$ cat src/rtl/acfg_pkg.sv
package acfg_pkg;

   typedef enum logic [1:0] {
      ST_IDLE       = 2'd0,
      ST_LISTEN     = 2'd1,
      ST_CONFIGURED = 2'd2,
      ST_SILENT     = 2'd3
   } acfg_state_t;

   // Lowest address bit compared against the base for a given size code.
   function automatic int size_low_bit(input int code, input int addr_w, input int win_bits);
      if (code == 0) return addr_w - 1;
      return win_bits - 1 + code;
   endfunction

endpackage

$ cat src/rtl/acfg_desc.sv
module acfg_desc #(
   parameter int          WIN_BITS   = 16,
   parameter int          NIB_W      = 4,
   parameter int          DESC_NIBS  = 4,
   parameter logic [3:0]  BOARD_TYPE = 4'hC,
   parameter logic [2:0]  SIZE_CODE  = 3'd3,
   parameter logic [7:0]  PROD_ID    = 8'h5A
) (
   input  logic [WIN_BITS-1:0] off,
   output logic [NIB_W-1:0]    nib
);
   localparam int IDX_W = (DESC_NIBS > 1) ? $clog2(DESC_NIBS) : 1;

   logic [NIB_W-1:0] rom [DESC_NIBS];

   function automatic logic [NIB_W-1:0] entry(input int k);
      case (k)
         0:       return NIB_W'(BOARD_TYPE);
         1:       return NIB_W'({1'b0, SIZE_CODE});
         2:       return NIB_W'(PROD_ID[7:4]);
         3:       return NIB_W'(PROD_ID[3:0]);
         default: return '0;
      endcase
   endfunction

   for (genvar k = 0; k < DESC_NIBS; k++) begin : g_rom
      assign rom[k] = entry(k);
   end

   logic [WIN_BITS-2:0] word_idx;
   logic                in_range;

   assign word_idx = off[WIN_BITS-1:1];
   assign in_range = !off[0] && (word_idx < (WIN_BITS-1)'(DESC_NIBS));

   always_comb begin
      nib = '0;
      if (in_range) nib = rom[word_idx[IDX_W-1:0]];
   end
endmodule

$ cat src/rtl/acfg_ctrl.sv
module acfg_ctrl
   import acfg_pkg::*;
#(
   parameter int               WIN_BITS = 16,
   parameter int               NIB_W    = 4,
   parameter int               BASE_W   = 8,
   parameter logic [15:0]      BASE_OFF = 16'h0048,
   parameter logic [15:0]      SHUT_OFF = 16'h004C
) (
   input  logic                clk,
   input  logic                rst_n,
   input  logic                chain_in,
   input  logic                wr_en,
   input  logic [WIN_BITS-1:0] off,
   input  logic [NIB_W-1:0]    wnib,
   output acfg_state_t         state,
   output logic [BASE_W-1:0]   base
);
   localparam int BASE_NIBS = BASE_W / NIB_W;
   localparam logic [WIN_BITS-1:0] LAST_OFF = WIN_BITS'(BASE_OFF + 16'(2 * (BASE_NIBS - 1)));

   acfg_state_t state_nx;

   always_comb begin
      state_nx = state;
      case (state)
         ST_IDLE:   if (chain_in) state_nx = ST_LISTEN;
         ST_LISTEN: begin
            if (!chain_in)                               state_nx = ST_IDLE;
            else if (wr_en && off == WIN_BITS'(SHUT_OFF)) state_nx = ST_SILENT;
            else if (wr_en && off == LAST_OFF)           state_nx = ST_CONFIGURED;
         end
         default:   state_nx = state;
      endcase
   end

   always_ff @(posedge clk) begin
      if (!rst_n) state <= ST_IDLE;
      else        state <= state_nx;
   end

   for (genvar k = 0; k < BASE_NIBS; k++) begin : g_base
      localparam logic [WIN_BITS-1:0] OFF_K = WIN_BITS'(BASE_OFF + 16'(2 * k));
      always_ff @(posedge clk) begin
         if (!rst_n)
            base[k*NIB_W +: NIB_W] <= '0;
         else if (wr_en && off == OFF_K)
            base[k*NIB_W +: NIB_W] <= wnib;
      end
   end
endmodule

$ cat src/rtl/acfg_match.sv
module acfg_match
   import acfg_pkg::*;
#(
   parameter int         ADDR_W    = 24,
   parameter int         WIN_BITS  = 16,
   parameter int         BASE_W    = 8,
   parameter logic [2:0] SIZE_CODE = 3'd3
) (
   input  logic [ADDR_W-1:0] addr,
   input  logic [BASE_W-1:0] base,
   output logic              hit
);
   localparam int LO = size_low_bit(int'(SIZE_CODE), ADDR_W, WIN_BITS);

   if (LO == ADDR_W - 1) begin : g_single
      assign hit = (addr[ADDR_W-1] == base[BASE_W-1]);
   end else begin : g_slice
      assign hit = (addr[ADDR_W-1:LO] == base[BASE_W-1:LO-WIN_BITS]);
   end
endmodule

$ cat src/rtl/autocfg_unit.sv
module autocfg_unit
   import acfg_pkg::*;
#(
   parameter int          ADDR_W     = 24,
   parameter int          DATA_W     = 16,
   parameter int          WIN_BITS   = 16,
   parameter int          NIB_W      = 4,
   parameter logic [23:0] WIN_BASE   = 24'hE8_0000,
   parameter logic [3:0]  BOARD_TYPE = 4'hC,
   parameter logic [2:0]  SIZE_CODE  = 3'd3,
   parameter logic [7:0]  PROD_ID    = 8'h5A,
   parameter logic [15:0] BASE_OFF   = 16'h0048,
   parameter logic [15:0] SHUT_OFF   = 16'h004C
) (
   input  logic              clk,
   input  logic              rst_n,
   input  logic              chain_in,
   output logic              chain_out,
   input  logic [ADDR_W-1:0] addr,
   input  logic              rd_stb,
   input  logic              wr_stb,
   input  logic [DATA_W-1:0] wr_data,
   output logic              rd_valid,
   output logic [DATA_W-1:0] rd_data,
   output logic              card_sel
);
   localparam int BASE_W    = ADDR_W - WIN_BITS;
   localparam int DESC_NIBS = 4;

   if (ADDR_W != 24) begin : g_bad_addr
      $error("autocfg_unit: ADDR_W must be 24");
   end
   if (BASE_W % NIB_W != 0) begin : g_bad_nib
      $error("autocfg_unit: base width must be a whole number of nibbles");
   end
   if (DATA_W < NIB_W) begin : g_bad_data
      $error("autocfg_unit: data bus narrower than a nibble");
   end

   acfg_state_t         state;
   logic [BASE_W-1:0]   base;
   logic [WIN_BITS-1:0] off;
   logic [NIB_W-1:0]    desc_nib;
   logic                win_hit, listen, wr_en, rd_hit, base_hit;

   assign off     = addr[WIN_BITS-1:0];
   assign win_hit = (addr[ADDR_W-1:WIN_BITS] == WIN_BASE[ADDR_W-1:WIN_BITS]);
   assign listen  = (state == ST_LISTEN) && chain_in;
   assign wr_en   = listen && wr_stb && win_hit;
   assign rd_hit  = listen && rd_stb && !wr_stb && win_hit;

   acfg_desc #(
      .WIN_BITS(WIN_BITS), .NIB_W(NIB_W), .DESC_NIBS(DESC_NIBS),
      .BOARD_TYPE(BOARD_TYPE), .SIZE_CODE(SIZE_CODE), .PROD_ID(PROD_ID)
   ) u_desc (
      .off(off), .nib(desc_nib)
   );

   acfg_ctrl #(
      .WIN_BITS(WIN_BITS), .NIB_W(NIB_W), .BASE_W(BASE_W),
      .BASE_OFF(BASE_OFF), .SHUT_OFF(SHUT_OFF)
   ) u_ctrl (
      .clk(clk), .rst_n(rst_n), .chain_in(chain_in), .wr_en(wr_en),
      .off(off), .wnib(wr_data[DATA_W-1 -: NIB_W]),
      .state(state), .base(base)
   );

   acfg_match #(
      .ADDR_W(ADDR_W), .WIN_BITS(WIN_BITS), .BASE_W(BASE_W), .SIZE_CODE(SIZE_CODE)
   ) u_match (
      .addr(addr), .base(base), .hit(base_hit)
   );

   always_ff @(posedge clk) begin
      if (!rst_n) begin
         rd_valid <= 1'b0;
         rd_data  <= '0;
      end else begin
         rd_valid <= rd_hit;
         rd_data  <= rd_hit ? {desc_nib, {(DATA_W-NIB_W){1'b0}}} : '0;
      end
   end

   assign chain_out = (state == ST_CONFIGURED) || (state == ST_SILENT);
   assign card_sel  = (state == ST_CONFIGURED) && (rd_stb || wr_stb) && base_hit;
endmodule

$ cat config.mk
export PLATFORM = sky130hd
export DESIGN_NAME = autocfg_unit
export DESIGN_NICKNAME = d
export VERILOG_FILES = /design/src/rtl/acfg_pkg.sv /design/src/rtl/acfg_desc.sv /design/src/rtl/acfg_ctrl.sv /design/src/rtl/acfg_match.sv /design/src/rtl/autocfg_unit.sv
export SDC_FILE = /design/constraint.sdc
export NUM_CORES = 1
export LEC_CHECK = 0
export BUFFER_PORTS_ARGS = -buffer_cell sky130_fd_sc_hd__buf_2
export CAP_MARGIN = 10
export CORE_MARGIN = 1
export CORE_UTILIZATION = 40
export CTS_CLUSTER_DIAMETER = 200
export DETAILED_ROUTE_END_ITERATION = 8
export PLACE_DENSITY = 0.83
export SLEW_MARGIN = 0
export SYNTH_ARGS = -nofsm -noshare
export SYNTH_HDL_FRONTEND = slang
export SYNTH_SLANG_ARGS = --single-unit
$ cat constraint.sdc
create_clock -name clk -period 3.6 [get_ports clk]
set_input_delay 0 -clock clk [delete_from_list [all_inputs] [get_ports clk]]
set_output_delay 0 -clock clk [all_outputs]
set_load 0.02 [all_outputs]
==> results.txt, run 1 <==
Seq/Total Area, Yosys - 0.3054
TNS Setup - 0 ns
Vias in the first global route - 687
Most common cell in the netlist - dfxtp_1
Slew Viols, Final - 0
Via density - 4.704
Clk slew on worst S/H paths - 0.08 ns
Fillers - 180
Synth Area per Inst - 9.363 µm²
Die Ht - 48.16 µm
Synth cell types - 32
Critical path class - reg -> reg
Yosys warns - 0
Crit. End Element - flip-flop
Synth top area share - 0.3054
CTS tree - done
DP HPWL - 1435 µm
# nets final - 183
Core Area - 1982 µm²
FMAX - 0.5557 GHz
Area contributors post-synth - dfxtp_1 (31%), buf_4 (11%), mux2i_1 (7.0%)
Commonest cells post-synth - dfxtp_1 (13), buf_4 (12), nand2_1 (11)
Finished Cell Area - 1085 µm²
Max-cap violations - 0
Die Area - 2319 µm²
Placement row count - 16
First-pass GRT wire length - 2656 µm
Fin crit share - 0.4999
DR WL/cell - 10.56 µm
Hold_ws - 0.003686 ns
Worst hold path depth - 3
CTS resizes - 0
Post-synth EDFFs - 0
Total global routing overflow - 0
Hold Startpoint - wr_data[15]
Initial antenna violation count - 0
Minimum clock period - 1.799 ns
Final core occ - 0.5473
Crit path required time - 3.81 ns
IO Pins - 64
Status - completed
Die Wd - 48.16 µm
Layout cells sized above 1 - 0.4000
GRT Overall Usage - 0.1630
RR Startpoint - u_ctrl.state[1]
Worst skew pair latency - 0.26 ns
Initial Util - 0.4299
Yosys reg bits - 13
Cell Area, Placed - 1018 µm²
R2r worst-path depth - 5
Routed wire length - 1711 µm
Worst reg-to-reg setup slack - 1.80 ns
Final GP Congestion - 0.8284
Startpoint types - flip-flop
Setup bufs post-CTS - 0
Synth Instances - 91
Diode count - 0
Via count - 762
Synth area leader - dfxtp_1
Final hold violation count - 0
Port Buf Inserts - 39
Post-Synthesis Cell Area - 852.1 µm²
First-pass DRT Iterations - 4
1st-iter DRT viols - 16
Power Density - 266.0 nW/µm²
Antenna viol nets, final - 0
Peak VDD IR - 0.1329 mV
Inserted Clock Buffers - 3
Worst Path Max Fanout - 6
Setup repair after global routing missed its margin - false
H-tree depth - 1
Clock Path Buffers - 2
Post-Route Skew - 0.003272 ns
Ys flop type - dfxtp_1
Endpoint, Worst Hold - u_ctrl.base[3]
WP data arrival - 2.01 ns
Area Growth Syn to Fin - 27.31%
P_leak - 0.5177 nW
Drt drc - 0
Post-CTS Hold Buffers - 4
Worst R2R End - rd_data[15]
Largest net degree at the start of global routing - 15
Worst hold path class - in -> reg
Clk sinks - 13
Setup violations, final - 0
FFs w/ async S/R, synth - 0
Root Driver - clkbuf_4
registers in the layout, indices dropped and copies added (netlist names):
register,cells
u_ctrl.base,6
u_ctrl.state,2
rd_valid,1
rd_data,4
critical path: stages (launching register included):
cell and delay (ns):
dfxtp_1 0.36, and4bb_4 0.34, and4_2 0.23, nand2b_1 0.08, nor4_1 0.16, dlygate4sd3_1 0.58
how the worst max path moves through the flow:
stage,endpoint,depth (start not counted),startpoint
final,rd_data[15],5,u_ctrl.state[1]
after floorplan,u_ctrl.base[4],4,u_ctrl.state[1]
after global placement,u_ctrl.base[7],4,u_ctrl.state[1]
after CTS,rd_data[15],5,u_ctrl.state[1]
after global routing,rd_data[15],5,u_ctrl.state[1]
after detailed placement,u_ctrl.base[7],4,u_ctrl.state[1]
through the flow:
step	power (mW)	instances	setup slack, ns
after detailed placement	0.2003	154	2.163
after CTS	0.2904	162	1.766
after global placement	0.1989	154	2.213
after floorplan	0.1851	102	2.325
final	0.2885	162	1.801
after global routing	0.3064	162	1.665
power breakdown:
part / switching (mW) / internal, mW
logic: 0.0321 / 0.0233
registers: 0.000592 / 0.144
clock network: 0.0455 / 0.0428
total: 0.0782 / 0.210
metal layers:
metal  GRT usage  wire length (µm)
met1      0.1875               669
met5           0                 0
met4     0.05556                 0
met3     0.02222               107
met2      0.3040               934
cell type report:
| type | count | area [µm²] | share of cell area |
|---|---|---|---|
| multi-input cells | 72 | 518.0 | 0.4775 |
| flip-flops and latches | 13 | 260.3 | 0.2399 |
| repair buffers | 43 | 235.2 | 0.2168 |
| well taps | 27 | 33.78 | 0.03114 |
| clock buffers | 4 | 26.28 | 0.02422 |
| inverters | 3 | 11.26 | 0.01038 |
layout by cell type (no fill, tap or decap), types with 2 or more instances in the layout:
cell / instances
dfxtp_1: 13
and3_1: 3
conb_1: 12
nand2_1: 11
inv_1: 3
ha_1: 2
buf_2: 39
dlygate4sd3_1: 4
xnor2_1: 5
xor2_1: 2
nor4_1: 3
nor4_2: 3
nand3_1: 5
nor2_1: 4
clkbuf_4: 3
mux2i_1: 6
logic make-up after synthesis:
logic type / count (synthesis) / synth area share
mux: 7 / 0.08370
xor+xnor: 7 / 0.07195
compound gates: 4 / 0.03376
other cells: 1 / 0.004401
flops: 13 / 0.3054
buf+inv: 17 / 0.1351
fa+ha+maj: 2 / 0.02936
simple gates: 40 / 0.3363
No activity file was read; power rests on OpenSTA's default activity.
==> run 2, diff against run 1 <==
- CORE_UTILIZATION: 40 -> 39
- PLACE_DENSITY: 0.83 -> 0.81
- clock period: 3.6 -> 1.9 ns (I/O delays scaled with it)
==> results.txt, run 2 (synthesized netlist as in run 1, its figures left out) <==
Die Wd - 48.74 µm (was 48.16 µm)
First-pass GRT wire length - 3243 µm (was 2656 µm)
Antenna viol nets, final - 0 (unchanged)
Via density - 4.804 (was 4.704)
Initial antenna violation count - 0 (unchanged)
DP HPWL - 1524 µm (was 1435 µm)
Max reg flops - 6 (unchanged)
Peak VDD IR - 0.2635 mV (was 0.1329 mV)
Final Non-Filler Cells - 163 (was 162)
Biggest regs - u_ctrl.base (6), rd_data (4), u_ctrl.state (2) (unchanged)
RR Startpoint - u_ctrl.state[1] (unchanged)
1st-iter DRT viols - 8 (was 16)
Worst skew pair latency - 0.28 ns (was 0.26 ns)
Area Growth Syn to Fin - 29.37% (was 27.31%)
R2r worst-path depth - 5 (unchanged)
Via count - 783 (was 762)
Post-Route Skew - 0.008385 ns (was 0.003272 ns)
Startpoint types - flip-flop (unchanged)
Vias in the first global route - 814 (was 687)
Clk slew on worst S/H paths - 0.09 ns (was 0.08 ns)
TNS Setup - 0 ns (unchanged)
GRT Overall Usage - 0.1771 (was 0.1630)
Commonest non-fill, non-tap cell in the layout - buf_2 (unchanged)
Layout cells sized above 1 - 0.4118 (was 0.4000)
Final hold violation count - 0 (unchanged)
Worst Setup EP - rd_data[15] (unchanged)
Root Driver - clkbuf_4 (unchanged)
Slew Viols, Final - 0 (unchanged)
Most frequent cells in the layout - buf_2 (39), conb_1 (12), dfxtp_1 (12), nand2_1 (11), mux2i_1 (6) (was buf_2 (39), dfxtp_1 (13), conb_1 (12), nand2_1 (11), mux2i_1 (6))
CP Launch Point - u_ctrl.state[1] (unchanged)
Die Area - 2376 µm² (was 2319 µm²)
Max-cap violations - 0 (unchanged)
Total global routing overflow - 0 (unchanged)
Critical path class - reg -> reg (unchanged)
Multi-input logic area - 524.3 µm² (was 518.0 µm²)
Final GP Congestion - 0.7918 (was 0.8284)
Worst R2R End - rd_data[15] (unchanged)
Worst Path Max Fanout - 6 (unchanged)
Pwr Total - 558.1 µW (was 288.5 µW)
Core Area - 2002 µm² (was 1982 µm²)
First-pass DRT Iterations - 4 (unchanged)
Inserted Clock Buffers - 3 (unchanged)
Placement row count - 16 (unchanged)
Hold_ws - 0.006280 ns (was 0.003686 ns)
Cell Area, Placed - 1018 µm² (unchanged)
P_leak - 0.5226 nW (was 0.5177 nW)
Setup violations, final - 0 (unchanged)
Worst reg-to-reg setup slack - 0.14 ns (was 1.80 ns)
# nets final - 184 (was 183)
CTS tree - done (unchanged)
Fin crit share - 0.9249 (was 0.4999)
Worst hold path class - in -> reg (unchanged)
WP data arrival - 1.98 ns (was 2.01 ns)
Largest net degree at the start of global routing - 15 (unchanged)
Most flops, register - u_ctrl.base (unchanged)
Crit. End Element - flip-flop (unchanged)
Minimum clock period - 1.757 ns (was 1.799 ns)
Drt drc - 0 (unchanged)
Status - completed (unchanged)
Clock Path Buffers - 2 (unchanged)
Crit path required time - 2.12 ns (was 3.81 ns)
Placed insts - 154 (unchanged)
FMAX - 0.5690 GHz (was 0.5557 GHz)
Power Density - 506.3 nW/µm² (was 266.0 nW/µm²)
Port Buf Inserts - 39 (unchanged)
DR WL/cell - 11.58 µm (was 10.56 µm)
Initial Util - 0.4256 (was 0.4299)
Clk sinks - 13 (unchanged)
IO Pins - 64 (unchanged)
Finished Cell Area - 1102 µm² (was 1085 µm²)
Routed wire length - 1888 µm (was 1711 µm)
Fillers - 188 (was 180)
FF/Latch Area - 261.5 µm² (was 260.3 µm²)
Die Ht - 48.74 µm (was 48.16 µm)
H-tree depth - 1 (unchanged)
Diode count - 0 (unchanged)
Setup repair after global routing missed its margin - false (unchanged)
run 2: cell types whose count changed in the layout (fill, tap and decap cells not counted), sizes merged:
cell         change
dlygate4sd3      +1
run 2: how the worst min path moves through the flow:
stage,from,endpoint,slack (ns),cells past startpoint
floorplan,addr[3],rd_data[15],0.08,1
global placement,addr[6],rd_data[15],0.20,2
detailed placement,addr[6],rd_data[15],0.20,2
CTS,wr_data[15],u_ctrl.base[3],0.009,3
global route,wr_data[15],u_ctrl.base[7],0.02,3
finish,wr_data[15],u_ctrl.base[3],0.006,3
run 2: critical path, cell delays in order (launching register included):
cell	delay (ns)
dfxtp_2	0.36
and4bb_4	0.32
and4_2	0.23
nand2b_1	0.09
nor4_2	0.13
dlygate4sd3_1	0.56
run 2: power breakdown:
part | switching [mW] | internal (mW) | leakage, nW | total [mW]
logic | 0.0628 | 0.0458 | 0.402 | 0.109
clock network | 0.0939 | 0.0813 | 0.0150 | 0.175
registers | 0.00106 | 0.273 | 0.105 | 0.274
total | 0.158 | 0.400 | 0.523 | 0.558
run 2: repair_timing:
action,4_1_cts,5_1_grt
endpoints found under the hold margin,4,0
endpoints found under the setup margin,0,1
buffers inserted,0,0
resized for setup,0,2
hold buffers,5,0
run 2: layout make-up:
cell class / instances / share of cell area
multi-input combinational: 72 / 0.4756
sequential: 13 / 0.2372
timing repair buffer: 44 / 0.2225
tap: 27 / 0.03065
clock buffer: 4 / 0.02384
inverter: 3 / 0.01022
run 2: through the flow:
step           worst slack (ns)  utilization
2_1_floorplan            0.6252            -
3_3_place_gp             0.5165       0.5088
3_5_place_dp             0.4790       0.5088
4_1_cts                  0.1024       0.5469
5_1_grt                 0.05296       0.5506
6_report                 0.1427       0.5506
run 2: layer usage:
metal	vias up	global-route usage	share of wire
met5	-	0	0
met4	0	0.1176	0.026
met3	9	0.03774	0.057
met2	38	0.3264	0.53
met1	355	0.1760	0.39
li1	381	-	-
==> run 3, diff against run 2 <==
- ABC_AREA: default -> 1
- CORE_UTILIZATION: 39 -> 40
==> results.txt, run 3 <==
Status - completed (unchanged)
Final Non-Filler Cells - 213 (was 163)
Clock Path Buffers - 2 (unchanged)
Biggest regs - u_ctrl.base (6), rd_data (4), u_ctrl.state (2) (unchanged)
Setup repair after global routing missed its margin - false (unchanged)
Placement row count - 16 (unchanged)
IO Pins - 64 (unchanged)
Clk sinks - 13 (unchanged)
Peak VDD IR - 0.2521 mV (was 0.2635 mV)
Multi-input logic area - 516.7 µm² (was 524.3 µm²)
Total global routing overflow - 0 (unchanged)
Initial antenna violation count - 0 (unchanged)
Commonest cells post-synth - nor2_1 (33), nand2_1 (29), inv_1 (19) (was dfxtp_1 (13), buf_4 (12), nand2_1 (11))
Commonest non-fill, non-tap cell in the layout - buf_2 (unchanged)
Max reg flops - 6 (unchanged)
Area contributors post-synth - dfxtp_1 (28%), nor2_1 (14%), nand2_1 (12%) (was dfxtp_1 (31%), buf_4 (11%), mux2i_1 (7.0%))
First-pass GRT wire length - 2994 µm (was 3243 µm)
Area Growth Syn to Fin - 24.28% (was 29.37%)
Via count - 905 (was 783)
Synth cell types - 27 (was 32)
Drt drc - 0 (unchanged)
CP delay by family, top - simple AND/OR/NAND/NOR gates (unchanged)
Die Wd - 49.89 µm (was 48.74 µm)
WP data arrival - 1.42 ns (was 1.98 ns)
Crit path required time - 2.07 ns (was 2.12 ns)
Largest net degree at the start of global routing - 10 (was 15)
Most common cell in the netlist - nor2_1 (was dfxtp_1)
Fin crit share - 0.6587 (was 0.9249)
Synth Area per Inst - 6.413 µm² (was 9.363 µm²)
Root Driver - clkbuf_4 (unchanged)
Slew Viols, Final - 0 (unchanged)
Yosys warns - 0 (unchanged)
Startpoint types - flip-flop (unchanged)
Via density - 4.249 (was 4.804)
Crit. End Element - flip-flop (unchanged)
DR WL/cell - 7.972 µm (was 11.58 µm)
Setup ws final - 0.6485 ns (was 0.1427 ns)
Critical path class - reg -> reg (unchanged)
Port Buf Inserts - 39 (unchanged)
Inserted Clock Buffers - 3 (unchanged)
Final core occ - 0.5528 (was 0.5506)
Die Ht - 49.89 µm (was 48.74 µm)
P_leak - 0.6405 nW (was 0.5226 nW)
TNS Setup - 0 ns (unchanged)
Core Area - 2062 µm² (was 2002 µm²)
Yosys reg bits - 13 (unchanged)
Critical Path Slowest Stage Cell - dfxtp_1 (was dlygate4sd3_1)
Minimum clock period - 1.252 ns (was 1.757 ns)
Die Area - 2489 µm² (was 2376 µm²)
Post-synth EDFFs - 0 (unchanged)
Fillers - 203 (was 188)
# nets final - 234 (was 184)
Synth top area share - 0.2838 (was 0.3054)
First-pass DRT Iterations - 4 (unchanged)
Ys flop type - dfxtp_1 (unchanged)
Seq/Total Area, Yosys - 0.2838 (was 0.3054)
Layout cells sized above 1 - 0.2903 (was 0.4118)
DP Worst Slack - 0.6548 ns (was 0.4790 ns)
Max-cap violations - 0 (unchanged)
Worst-path cell chain - nand3_2 > inv_2 > nand2_2 > nor2_4 > nand2_4 > o21ai_0 > nor2_1 (was and4bb_4 > and4_2 > nand2b_1 > nor4_2 > dlygate4sd3_1)
Worst skew pair latency - 0.27 ns (was 0.28 ns)
Final hold violation count - 0 (unchanged)
FFs w/ async S/R, synth - 0 (unchanged)
CP bufs+invs - 1 (unchanged)
Worst Path Max Fanout - 7 (was 6)
Worst reg-to-reg setup slack - 0.65 ns (was 0.14 ns)
Initial Util - 0.4448 (was 0.4256)
Setup violations, final - 0 (unchanged)
Placed insts - 207 (was 154)
Synth Instances - 143 (was 91)
Clk slew on worst S/H paths - 0.07 ns (was 0.09 ns)
DP HPWL - 1442 µm (was 1524 µm)
H-tree depth - 1 (unchanged)
Diode count - 0 (unchanged)
Post-Synthesis Cell Area - 917.1 µm² (was 852.1 µm²)
Hold_ws - 0.007174 ns (was 0.006280 ns)
CTS tree - done (unchanged)
Worst hold path class - in -> reg (unchanged)
Antenna viol nets, final - 0 (unchanged)
Final GP Congestion - 0.8016 (was 0.7918)
Routed wire length - 1698 µm (was 1888 µm)
Most flops, register - u_ctrl.base (unchanged)
Post-Route Skew - 0.001239 ns (was 0.008385 ns)
Synth area leader - dfxtp_1 (unchanged)
1st-iter DRT viols - 5 (was 8)
Power Density - 483.1 nW/µm² (was 506.3 nW/µm²)
Vias in the first global route - 831 (was 814)
Most frequent cells in the layout - buf_2 (39), nor2_1 (33), nand2_1 (29), inv_1 (19), dfxtp_1 (13) (was buf_2 (39), conb_1 (12), dfxtp_1 (12), nand2_1 (11), mux2i_1 (6))
Critical Path Max Stage Delay - 0.38 ns (was 0.56 ns)
FF/Latch Area - 260.3 µm² (was 261.5 µm²)
FMAX - 0.7990 GHz (was 0.5690 GHz)
GRT Overall Usage - 0.1576 (was 0.1771)
-- run 3: changes by cell type in the layout (fill, tap and decap cells not counted), sizes merged, moves of 5 or more --
| cell | change |
|---|---|
| nor2 | +30 |
| nand2 | +20 |
| mux2i | -6 |
| inv | +18 |
| nor4 | -5 |
-- run 3: cell type report --
type,instances,area share
multi-input combinational,106,0.4533
timing repair buffer,41,0.1888
tap,27,0.02964
sequential,13,0.2283
clock buffer,4,0.02305
inverter,22,0.07684
-- run 3: kinds of logic (layout without fill, tap and decap cells) --
logic type	count (synthesis)	count (layout)	share of synthesized area
AOI/OAI and AO/OA	9	9	0.06139
adders and majority gates	2	2	0.02728
other	1	12	0.004089
DFF	13	13	0.2838
buffers and inverters	35	67	0.1978
and+or+nand+nor	79	79	0.3874
xor gates and xnor gates	4	4	0.03820
-- run 3: per-layer routing --
layer | vias to the layer above | track usage | wire length, µm
met2 | 37 | 0.2680 | 785
li1 | 496 | - | -
met5 | - | 0 | 0
met4 | 0 | 0.1238 | 52
met3 | 5 | 0.03086 | 112
met1 | 367 | 0.1682 | 749
-- run 3: worst paths after layout --
check                                     start              to  depth (start not counted)
worst min-delay path                wr_data[15]  u_ctrl.base[7]                          3
worst max-delay path            u_ctrl.state[0]  u_ctrl.base[6]                          7
worst min register to register   u_ctrl.base[2]  u_ctrl.base[2]                          2
worst max register to register  u_ctrl.state[0]  u_ctrl.base[6]                          7
-- run 3: power breakdown --
part / total, mW / internal, mW / switching, mW / leakage, nW
Sequential: 0.276 / 0.274 / 0.00208 / 0.105
Combinational: 0.111 / 0.0467 / 0.0648 / 0.521
Clock: 0.163 / 0.0814 / 0.0815 / 0.0150
Total: 0.551 / 0.402 / 0.148 / 0.641
-- run 3: what timing repair did --
item | CTS | global route
hold buffers | 2 | 0
hold endpoints to repair | 2 | 0
buffers inserted | 0 | 0
resized for setup | 0 | 0
-- run 3: worst reg2reg max path, stage by stage, from the launching register on --
cell and delay [ns]:
dfxtp_1 0.38, nand3_2 0.13, inv_2 0.08, nand2_2 0.06, nor2_4 0.18, nand2_4 0.11
o21ai_0 0.17, nor2_1 0.05
-- run 3: through the flow --
stage	instance area, µm²	total power, mW
after floorplan	958.4	0.3636
after global placement	1094	0.3894
after detailed placement	1094	0.3906
after CTS	1140	0.5558
after global routing	1140	0.5818
final	1140	0.5506
